<file path="config.mk">
export PLATFORM = sky130hd
export DESIGN_NAME = adc_regbank
export DESIGN_NICKNAME = d
export VERILOG_FILES = /design/src/rtl/adc_regbank_pkg.sv /design/src/rtl/adc_result_file.sv /design/src/rtl/adc_ctrl_status.sv /design/src/rtl/adc_bus_decode.sv /design/src/rtl/adc_regbank.sv
export SDC_FILE = /design/constraint.sdc
export NUM_CORES = 1
export LEC_CHECK = 0
export BUFFER_PORTS_ARGS = -buffer_cell sky130_fd_sc_hd__buf_4
export CAP_MARGIN = 10
export CORE_UTILIZATION = 40
export DETAILED_ROUTE_END_ITERATION = 12
export HOLD_SLACK_MARGIN = 0.15
export PLACE_DENSITY_LB_ADDON = 0.25
export SYNTH_ARGS = -nofsm -noshare
export SYNTH_HDL_FRONTEND = slang
export SYNTH_SLANG_ARGS = --single-unit
</file>
<file path="constraint.sdc">
create_clock -name clk -period 1.6 [get_ports clk]
set_input_delay 0.24 -clock clk [delete_from_list [all_inputs] [get_ports clk]]
set_output_delay 0.24 -clock clk [all_outputs]
set_load 0.03 [all_outputs]
</file>
<file path="src/rtl/adc_regbank_pkg.sv">
// Package: shared types for the converter register bank.
// Assumes the control/status byte is exactly one bus byte wide.
package adc_regbank_pkg;

    localparam int BYTE_W = 8;
    localparam int CHAN_W = 3;

    // Control/status byte, bit 7 down to bit 0.
    typedef struct packed {
        logic             done;
        logic             irq_en;
        logic             start;
        logic             scan;
        logic             clk_sel;
        logic [CHAN_W-1:0] chan;
    } csr_t;

endpackage

</file>
<file path="src/rtl/adc_result_file.sv">
// Module: result storage and holding latch.
// Stores left-justified results, one register per channel pair, and
// snapshots the lower byte when the upper byte is read.
// Assumes RES_W <= 2*BYTE_W and that write and capture may coincide.
module adc_result_file
    import adc_regbank_pkg::*;
#(
    parameter int RES_W   = 10,
    parameter int NUM_RES = 4,
    parameter int IDX_W   = 2
) (
    input  logic              clk,
    input  logic              clear,
    input  logic              res_we,
    input  logic [IDX_W-1:0]  res_widx,
    input  logic [RES_W-1:0]  res_wdata,
    input  logic [IDX_W-1:0]  rd_idx,
    input  logic              hi_capture,
    output logic [BYTE_W-1:0] hi_byte,
    output logic [BYTE_W-1:0] temp_byte
);

    localparam int REG_W = 2 * BYTE_W;
    localparam int PAD_W = REG_W - RES_W;

    logic [REG_W-1:0]  res_q [NUM_RES];
    logic [BYTE_W-1:0] temp_q;

    for (genvar g = 0; g < NUM_RES; g++) begin : g_res
        // Load a left-justified result into register g on its strobe.
        always_ff @(posedge clk) begin
            if (clear) begin
                res_q[g] <= '0;
            end else if (res_we && (res_widx == IDX_W'(g))) begin
                res_q[g] <= {res_wdata, {PAD_W{1'b0}}};
            end
        end

        assert_store_R1: assert property (@(posedge clk) disable iff (clear)
            (res_we && (res_widx == IDX_W'(g))) |=>
                (res_q[g] == {$past(res_wdata), {PAD_W{1'b0}}}));
    end

    // Snapshot the lower byte of the register whose upper byte is read.
    always_ff @(posedge clk) begin
        if (clear) begin
            temp_q <= '0;
        end else if (hi_capture) begin
            temp_q <= res_q[rd_idx][BYTE_W-1:0];
        end
    end

    // Present the selected upper byte and the latch to the read mux.
    always_comb begin
        hi_byte   = res_q[rd_idx][REG_W-1:BYTE_W];
        temp_byte = temp_q;
    end

    assert_latch_R4: assert property (@(posedge clk) disable iff (clear)
        hi_capture |=> (temp_q == $past(res_q[rd_idx][BYTE_W-1:0])));

    assert_latch_hold_R4: assert property (@(posedge clk) disable iff (clear)
        !hi_capture |=> $stable(temp_q));

endmodule

</file>
<file path="src/rtl/adc_ctrl_status.sv">
// Module: control/status byte with a guarded done flag.
// The flag is set by a result strobe and cleared by a write of 0 only
// after it has been read as 1. Bus writes to bits 6:0 take priority over
// the self-clear of the start bit. Assumes one bus access per cycle.
module adc_ctrl_status
    import adc_regbank_pkg::*;
(
    input  logic              clk,
    input  logic              clear,
    input  logic              csr_wr,
    input  logic              csr_rd,
    input  logic [BYTE_W-1:0] wdata,
    input  logic              conv_done,
    output csr_t              csr_q,
    output logic              irq
);

    csr_t wr_view;
    logic armed_q;
    logic clr_req;

    // View the write data as the register layout; detect a flag-clear write.
    always_comb begin
        wr_view = csr_t'(wdata);
        clr_req = csr_wr && !wr_view.done && armed_q;
    end

    // Done flag: strobe sets it; an armed clearing write resets it.
    always_ff @(posedge clk) begin
        if (clear) begin
            csr_q.done <= 1'b0;
        end else if (conv_done) begin
            csr_q.done <= 1'b1;
        end else if (clr_req) begin
            csr_q.done <= 1'b0;
        end
    end

    // Arm bit: records that the set flag has been read as 1.
    always_ff @(posedge clk) begin
        if (clear) begin
            armed_q <= 1'b0;
        end else if (clr_req && !conv_done) begin
            armed_q <= 1'b0;
        end else if (csr_rd && csr_q.done) begin
            armed_q <= 1'b1;
        end
    end

    // Plain read/write fields other than start.
    always_ff @(posedge clk) begin
        if (clear) begin
            csr_q.irq_en  <= 1'b0;
            csr_q.scan    <= 1'b0;
            csr_q.clk_sel <= 1'b0;
            csr_q.chan    <= '0;
        end else if (csr_wr) begin
            csr_q.irq_en  <= wr_view.irq_en;
            csr_q.scan    <= wr_view.scan;
            csr_q.clk_sel <= wr_view.clk_sel;
            csr_q.chan    <= wr_view.chan;
        end
    end

    // Start bit: written by software, self-cleared on a single-mode result.
    always_ff @(posedge clk) begin
        if (clear) begin
            csr_q.start <= 1'b0;
        end else if (csr_wr) begin
            csr_q.start <= wr_view.start;
        end else if (conv_done && !csr_q.scan) begin
            csr_q.start <= 1'b0;
        end
    end

    // Interrupt request from flag and enable.
    always_comb begin
        irq = csr_q.done && csr_q.irq_en;
    end

    assert_flag_set_R8: assert property (@(posedge clk) disable iff (clear)
        conv_done |=> csr_q.done);

    assert_flag_guard_R6: assert property (@(posedge clk) disable iff (clear)
        (csr_q.done && csr_wr && !armed_q && !conv_done) |=> csr_q.done);

    assert_start_single_R10: assert property (@(posedge clk) disable iff (clear)
        (conv_done && csr_q.start && !csr_q.scan && !csr_wr) |=> !csr_q.start);

    assert_start_scan_R10: assert property (@(posedge clk) disable iff (clear)
        (conv_done && csr_q.start && csr_q.scan && !csr_wr) |=> csr_q.start);

endmodule

</file>
<file path="src/rtl/adc_bus_decode.sv">
// Module: address decode and read-data mux for the 8-bit bus.
// Even addresses below the result span read upper bytes, odd ones read
// the holding latch; one address holds the control/status byte.
// Assumes read data is taken in the same cycle as the address.
module adc_bus_decode
    import adc_regbank_pkg::*;
#(
    parameter int ADDR_W  = 4,
    parameter int NUM_RES = 4,
    parameter int IDX_W   = 2
) (
    input  logic [ADDR_W-1:0] bus_addr,
    input  logic              bus_rd,
    input  logic              bus_wr,
    input  logic [BYTE_W-1:0] hi_byte,
    input  logic [BYTE_W-1:0] temp_byte,
    input  csr_t              csr_q,
    output logic [IDX_W-1:0]  rd_idx,
    output logic              hi_capture,
    output logic              csr_rd,
    output logic              csr_wr,
    output logic [BYTE_W-1:0] bus_rdata
);

    localparam logic [ADDR_W-1:0] RES_SPAN = ADDR_W'(2 * NUM_RES);
    localparam logic [ADDR_W-1:0] CSR_ADDR = RES_SPAN;

    logic in_res;
    logic is_lo;
    logic is_csr;

    // Classify the address and derive access strobes.
    always_comb begin
        in_res     = bus_addr < RES_SPAN;
        is_lo      = bus_addr[0];
        is_csr     = bus_addr == CSR_ADDR;
        rd_idx     = bus_addr[IDX_W:1];
        hi_capture = bus_rd && in_res && !is_lo;
        csr_rd     = bus_rd && is_csr;
        csr_wr     = bus_wr && is_csr;
    end

    // Select the byte presented on the read data bus.
    always_comb begin
        if (in_res && !is_lo) begin
            bus_rdata = hi_byte;
        end else if (in_res) begin
            bus_rdata = temp_byte;
        end else if (is_csr) begin
            bus_rdata = csr_q;
        end else begin
            bus_rdata = '0;
        end
    end

endmodule

</file>
<file path="src/rtl/adc_regbank.sv">
// Module: top of the converter register bank.
// Joins bus decode, result storage and control/status. Reset is
// synchronous active-low; lp_stop clears the same state while high.
module adc_regbank
    import adc_regbank_pkg::*;
#(
    parameter int RES_W   = 10,
    parameter int NUM_RES = 4,
    parameter int ADDR_W  = 4
) (
    input  logic              clk,
    input  logic              rst_n,
    input  logic              lp_stop,
    input  logic [ADDR_W-1:0] bus_addr,
    input  logic              bus_rd,
    input  logic              bus_wr,
    input  logic [7:0]        bus_wdata,
    output logic [7:0]        bus_rdata,
    input  logic              res_valid,
    input  logic [2:0]        res_chan,
    input  logic [RES_W-1:0]  res_data,
    output logic              irq,
    output logic              ctl_start,
    output logic              ctl_scan,
    output logic              ctl_clk_sel,
    output logic [2:0]        ctl_chan
);

    localparam int IDX_W = $clog2(NUM_RES);

    logic              clear;
    logic [IDX_W-1:0]  rd_idx;
    logic              hi_capture;
    logic              csr_rd;
    logic              csr_wr;
    logic [BYTE_W-1:0] hi_byte;
    logic [BYTE_W-1:0] temp_byte;
    csr_t              csr_q;

    // Combined synchronous clear from reset and low-power stop.
    always_comb begin
        clear = !rst_n || lp_stop;
    end

    adc_bus_decode #(.ADDR_W(ADDR_W), .NUM_RES(NUM_RES), .IDX_W(IDX_W)) u_dec (
        .bus_addr  (bus_addr),
        .bus_rd    (bus_rd),
        .bus_wr    (bus_wr),
        .hi_byte   (hi_byte),
        .temp_byte (temp_byte),
        .csr_q     (csr_q),
        .rd_idx    (rd_idx),
        .hi_capture(hi_capture),
        .csr_rd    (csr_rd),
        .csr_wr    (csr_wr),
        .bus_rdata (bus_rdata)
    );

    adc_result_file #(.RES_W(RES_W), .NUM_RES(NUM_RES), .IDX_W(IDX_W)) u_res (
        .clk       (clk),
        .clear     (clear),
        .res_we    (res_valid),
        .res_widx  (res_chan[IDX_W-1:0]),
        .res_wdata (res_data),
        .rd_idx    (rd_idx),
        .hi_capture(hi_capture),
        .hi_byte   (hi_byte),
        .temp_byte (temp_byte)
    );

    adc_ctrl_status u_csr (
        .clk      (clk),
        .clear    (clear),
        .csr_wr   (csr_wr),
        .csr_rd   (csr_rd),
        .wdata    (bus_wdata),
        .conv_done(res_valid),
        .csr_q    (csr_q),
        .irq      (irq)
    );

    // Drive converter controls from the register fields.
    always_comb begin
        ctl_start   = csr_q.start;
        ctl_scan    = csr_q.scan;
        ctl_clk_sel = csr_q.clk_sel;
        ctl_chan    = csr_q.chan;
    end

    assert_lp_clear_R11: assert property (@(posedge clk) disable iff (!rst_n)
        lp_stop |=> (csr_q == '0 && !irq && temp_byte == '0));

    assert_irq_gate_R9: assert property (@(posedge clk) disable iff (clear)
        irq |-> (csr_q.done && csr_q.irq_en));

endmodule

</file>
==> results.sh, run 1 <==
export IMPL_worstSetupPathType="reg -> out"
export IMPL_yosys_warnings=0
export IMPL_seq_area_frac_synth=0.567
export IMPL_cts_sinks=51
export IMPL_yosys_top_cells_count="and2_1, edfxtp_1, dfxtp_1"
export IMPL_die_w_um=81.2
export IMPL_die_h_um=81.2
export IMPL_layout_nets=260
export IMPL_synth_compound_area_frac=0.0823
export IMPL_drc_errors=0
export IMPL_slew_violations=0
export IMPL_setup_violations=8
export IMPL_vias=1593
export IMPL_crit_fanout=1
export IMPL_place_hpwl_um=3520
export IMPL_cts_tree="built"
export IMPL_finalWirelength_um=5170
export IMPL_synth_xor_area_share=0
export IMPL_status="finished, violations left"
export IMPL_synth_flop_cell="edfxtp_1"
export IMPL_async_reset_ff_frac=0
export IMPL_synth_edf_count=40
export IMPL_initial_core_util=0.419
export IMPL_antenna_found_initial=0
export IMPL_cts_buffer_depth=2
export IMPL_synthTopCellsByArea="edfxtp_1, mux4_1, and2_1"
export IMPL_grt_overflow=0
export IMPL_drtAntennaViolNets=0
export IMPL_place_area_um2=2920
export IMPL_synthMuxAreaShare=0.105
export IMPL_drive_gt1_frac=0.361
export IMPL_critPathRequiredTime_ps=1360
export IMPL_root_buffer="clkbuf_8"
export IMPL_clk_pin_slew_worst_paths_ps=90
export IMPL_worstHoldPathType="in -> reg"
export IMPL_violations="negative setup slack"
export IMPL_post_place_ws_ps=-82.7
export IMPL_nFillCells=528
export IMPL_portBuffers=44
export IMPL_via_per_inst=5.22
export IMPL_n_antenna_cell=0
export IMPL_rsz0062_at_grt="yes"
export IMPL_p_leak_nw=1.19
export IMPL_powerDensity_nw_per_um2=887
export IMPL_synthesis_area_um2=2510
export IMPL_drv_cap=0
export IMPL_synth_top_family_by_area="simple AND/OR/NAND/NOR gates"
export IMPL_area_growth_pct=21.3
export IMPL_drtIter0Drc=88
export IMPL_start_kind="flop"
export IMPL_insertion_delay_ps=290
export IMPL_avgSynthCellArea_um2=13.7
export IMPL_fp_dieArea_um2=6590
export IMPL_gr_usage_all_layers=0.170
export IMPL_synth_nets=214
export IMPL_crit_arrival_ps=1550
export IMPL_post_drt_wl_per_cell_um=17.0
export IMPL_yosys_area_share_simple=0.203
export IMPL_ios=46
export IMPL_yosysUniqueCellTypes=33
export IMPL_ys_ff_latch=51
export IMPL_row_count=28
export IMPL_max_freq_mhz=559
export IMPL_synth_adder_area_share=0
export IMPL_grt_start_max_net_pins=17
export IMPL_setup_ws_ps=-188
export IMPL_timing_final_crit_share=1.12
export IMPL_yosysMostFrequentCell="and2_1"
export IMPL_finalHoldViolCount=0
export IMPL_skew_ps=1.07
export IMPL_relSlewSlack=0.662
export IMPL_hold_ws_ps=202
export IMPL_crit_path_end_kind="output pin"
export IMPL_synth_top_area_frac=0.479
export IMPL_grt_pass1_wl_um=8000
export IMPL_post_route_cell_area_um2=3040
export IMPL_synth_top_area_cell="edfxtp_1"
export IMPL_core_um2=5990
export IMPL_fin_crit_ps=1790
export IMPL_tightest_slew_ps=505
export IMPL_netlist_instances=183
export IMPL_peakVddDrop_mv=0.492
export IMPL_htree_levels=2
export IMPL_first_global_vias=1582
export IMPL_gp_congestion=0.721
export IMPL_cts_buffers=5
export IMPL_dr_pass1_iters=4
worst paths after layout:
| kind | from | to | slack [ps] | cells after the start |
|---|---|---|---|---|
| setup / recovery | u_res.res_q[0][3] | bus_rdata[1] | -190 | 3 |
| hold / removal | bus_wdata[6] | u_csr.csr_q[6] | 200 | 3 |
| setup reg to reg | u_res.res_q[1][1] | u_res.temp_byte[7] | 400 | 3 |
| hold reg to reg | u_csr.csr_q[6] | u_csr.csr_q[6] | 500 | 2 |
worst max-delay path, stage by stage, from the launching register on:
cell,delay [ps]
edfxtp_1,390
mux4_2,480
a32o_1,240
buf_6,140
metal layers:
layer  wire, um  GRT usage
met3        250     0.0449
met1       2290      0.205
met4         19     0.0357
met2       2620      0.303
met5          0          0
logic make-up (layout without fill, tap and decap cells):
group / Yosys count / count (layout)
multiplexers: 10 / 10
AO/OA/AOI/OAI: 29 / 29
flip-flops: 51 / 51
buffers and inverters: 18 / 65
AND/OR/NAND/NOR: 75 / 75
flip-flops by register name (all words and copies together), names as in the netlist:
name / count
u_res.res_q: 40
u_csr.csr_q: 8
u_res.temp_byte: 2
u_csr.armed_q: 1
repair_timing:
item	in CTS	in global routing
buffers inserted	0	0
hold endpoints to repair	0	0
hold buffers	0	0
endpoints found under the setup margin	8	8
resized for setup	19	1
layout make-up:
| cell class | count | area [um^2] | share of cell area |
|---|---|---|---|
| clock buffers | 5 | 68.8 | 0.0226 |
| clock inverters | 3 | 42.5 | 0.0140 |
| inverters | 4 | 15.0 | 0.00494 |
| multi-input cells | 114 | 980 | 0.322 |
| flip-flops and latches | 51 | 1420 | 0.467 |
| well taps | 75 | 93.8 | 0.0309 |
| repair buffers | 53 | 420 | 0.138 |
cells in the final DEF, fill, tap and decap left out, types with 3 or more instances in the layout:
master    Yosys  final
a21oi_1       8      8
a32o_1        6      3
a32o_2        0      3
and2_1       41     41
buf_4         4     47
buf_6         3      6
clkbuf_8      0      5
dfxtp_1      11     11
edfxtp_1     40     40
inv_1         4      4
mux4_2        0      8
nand2_1       7      7
nand3_1      10     10
nor4b_4       3      3
o21ai_1       6      6
per-stage QoR:
step	TNS, ps	std cells	power [mW]	util
final	-1380	305	2.70	0.508
after global routing	-1870	305	2.81	0.508
after CTS	-1460	305	2.72	0.507
after detailed placement	-458	297	1.83	0.487
after global placement	-478	297	1.82	0.487
after floorplan	0	183	1.69	-
power breakdown:
part | switching (mW) | total, mW | internal [mW]
logic | 0.160 | 0.303 | 0.142
registers | 0.0188 | 1.51 | 1.49
clock network | 0.419 | 0.886 | 0.467
total | 0.598 | 2.70 | 2.10
Power figures use the tool's default switching activity.
==> run 2: changes to the inputs <==
--- a/config.mk
+++ b/config.mk
@@ -5,6 +5,7 @@
 export SDC_FILE = /design/constraint.sdc
 export NUM_CORES = 1
 export LEC_CHECK = 0
+export ABC_AREA = 1
 export BUFFER_PORTS_ARGS = -buffer_cell sky130_fd_sc_hd__buf_4
 export CAP_MARGIN = 10
 export CORE_UTILIZATION = 40
==> results.sh, run 2 <==
export IMPL_initial_core_util=0.422
export IMPL_timing_final_crit_share=0.927
export IMPL_die_h_um=81.5
export IMPL_avgSynthCellArea_um2=8.31
export IMPL_largest_register="u_res.res_q"
export IMPL_start_kind="flop"
export IMPL_vias=2096
export IMPL_r2r_start="u_csr.armed_q"
export IMPL_area_growth_pct=20.3
export IMPL_hold_path_depth=3
export IMPL_m1WireLength_um=2470
export IMPL_grt_start_max_net_pins=21
export IMPL_tns_ps=0
export IMPL_post_drt_wl_per_cell_um=13.5
export IMPL_gp_congestion=0.762
export IMPL_insertion_delay_ps=300
export IMPL_crit_end="bus_rdata[3]"
export IMPL_ios=46
export IMPL_cts_hold_buf=0
export IMPL_largest_reg_flops=40
export IMPL_final_common_cell="nand2_1"
export IMPL_peakVddDrop_mv=0.391
export IMPL_finalWirelength_um=5750
export IMPL_synth_nets=335
export IMPL_cts_buffer_depth=2
export IMPL_drive_gt1_frac=0.202
export IMPL_drc_errors=0
export IMPL_setup_violations=0
export IMPL_top_layer="met4"
export IMPL_root_buffer="clkbuf_8"
export IMPL_yosysUniqueCellTypes=21
export IMPL_synthesis_area_um2=2530
export IMPL_fp_dieArea_um2=6640
export IMPL_die_w_um=81.5
export IMPL_cts_tree="built"
export IMPL_p_total_mw=2.56
export IMPL_crit_arrival_ps=1240
export IMPL_status="finished, final reports clean"
export IMPL_yosys_top_cells_count="nand2_1, nor2_1, inv_1"
export IMPL_skew_ps=3.86
export IMPL_layout_nets=382
export IMPL_synth_edf_count=40
export IMPL_post_cts_resized=0
export IMPL_post_route_cell_area_um2=3040
export IMPL_r2r_end="u_csr.armed_q"
export IMPL_synthTopCellsByArea="edfxtp_1, nand2_1, dfxtp_1"
export IMPL_clk_pin_slew_worst_paths_ps=90
export IMPL_antenna_found_initial=0
export IMPL_max_freq_mhz=675
export IMPL_yosysMostFrequentCell="nand2_1"
export IMPL_drv_cap=0
export IMPL_n_antenna_cell=0
export IMPL_grt_pass1_wl_um=9050
export IMPL_worstSetupPathType="reg -> out"
export IMPL_crit_fanout=1
export IMPL_dr_wl_met2_um=2840
export IMPL_cts_buffers=5
export IMPL_powerDensity_nw_per_um2=842
export IMPL_synth_flop_cell="edfxtp_1"
export IMPL_fin_crit_ps=1480
export IMPL_cp_startpoint="u_res.res_q[1][5]"
export IMPL_cpMostUsedCell="nand3_1"
export IMPL_reg2reg_slack_ps=790
export IMPL_worstHoldPathType="in -> reg"
export IMPL_cp_slowest_stage_delay_ps=380
export IMPL_relSlewSlack=0.740
export IMPL_seqCellArea_um2=1420
export IMPL_grt_overflow=0
export IMPL_cp_slowest_cell="edfxtp_1"
export IMPL_cts_setup_buffers=0
export IMPL_place_hpwl_um=4050
export IMPL_first_global_vias=1921
export IMPL_async_reset_ff_frac=0
export IMPL_place_area_um2=2960
export IMPL_multi_input_area_um2=866
export IMPL_gr_usage_all_layers=0.189
export IMPL_yosys_warnings=0
export IMPL_netlist_instances=304
export IMPL_seq_area_frac_synth=0.562
export IMPL_rr_worst_depth=5
export IMPL_portBuffers=44
export IMPL_rsz0062_at_grt="no"
export IMPL_synth_top_area_frac=0.475
export IMPL_dr_pass1_iters=6
export IMPL_final_cell_mix="nand2_1, nor2_1, buf_4"
export IMPL_ys_ff_latch=51
export IMPL_drtIter0Drc=162
export IMPL_crit_path_end_kind="output pin"
export IMPL_nFillCells=567
export IMPL_finalHoldViolCount=0
export IMPL_critPathRequiredTime_ps=1360
export IMPL_tightest_slew_ps=388
export IMPL_via_per_inst=4.92
export IMPL_worstPathCellList="nand2_1 -> nand3_1 -> nand3_1 -> o21ai_0 -> buf_4"
export IMPL_htree_levels=2
export IMPL_slew_violations=0
export IMPL_synth_top_area_cell="edfxtp_1"
export IMPL_drtAntennaViolNets=0
export IMPL_cts_sinks=51
export IMPL_p_leak_nw=1.43
export IMPL_post_route_util=0.508
export IMPL_row_count=28
export IMPL_core_um2=5990
export IMPL_route_met3_wl_um=306
-- run 2: cell types whose count changed in the layout (fill, tap and decap cells not counted), moves of 4 or more --
cell,delta
nand2_1,+82
nand4_2,+4
a21oi_1,-6
buf_6,-6
o21ai_1,-5
nor2_1,+51
inv_1,+40
buf_4,+5
mux4_2,-8
nand3_1,+19
o21ai_0,+4
and2_1,-41
-- run 2: logic make-up (layout without fill, tap and decap cells) --
kind of cell,Yosys count,count (layout),synth area share
compound gates,13,13,0.0297
buf+inv,58,105,0.0970
flops,51,51,0.562
simple gates,182,182,0.311
-- run 2: worst min path at each step --
stage                        startpoint        endpoint
final                         res_valid  u_csr.csr_q[7]
after detailed placement  u_csr.armed_q   u_csr.armed_q
after CTS                     res_valid  u_csr.csr_q[7]
after global placement    u_csr.armed_q   u_csr.armed_q
after floorplan                 lp_stop  u_csr.csr_q[0]
after global routing          res_valid  u_csr.csr_q[7]
-- run 2: metrics by stage --
step | cells | hold slack, ps | setup slack, ps
final | 426 | 231 | 118
after global routing | 426 | 256 | 53.2
after CTS | 426 | 228 | 114
after detailed placement | 419 | 507 | 180
after global placement | 419 | 503 | 151
after floorplan | 304 | 418 | -179
-- run 2: critical path, delay by kind of cell (launching register included) --
family / cells / cell delay, ps
flip-flops: 1 / 380
AND/OR/NAND/NOR: 3 / 270
buffers and inverters: 1 / 180
AO/OA/AOI/OAI: 1 / 100
-- run 2: cell type report --
cell class                 count  area share
tap                           75      0.0309
sequential                    51       0.467
multi-input combinational    195       0.285
inverter                      45      0.0556
clock inverter                 1     0.00247
timing repair buffer          53       0.135
clock buffer                   6      0.0239
-- run 2: power by group --
| group | switching [mW] | total [mW] | internal, mW | leakage [nW] |
|---|---|---|---|---|
| Clock | 0.426 | 0.727 | 0.301 | 0.0373 |
| Combinational | 0.197 | 0.321 | 0.124 | 0.859 |
| Sequential | 0.0193 | 1.51 | 1.49 | 0.531 |
-- run 2: metal layers --
layer / vias up / track usage
met5: - / 0
met4: 0 / 0.0893
met3: 12 / 0.0333
met2: 62 / 0.308
met1: 974 / 0.244
li1: 1048 / -
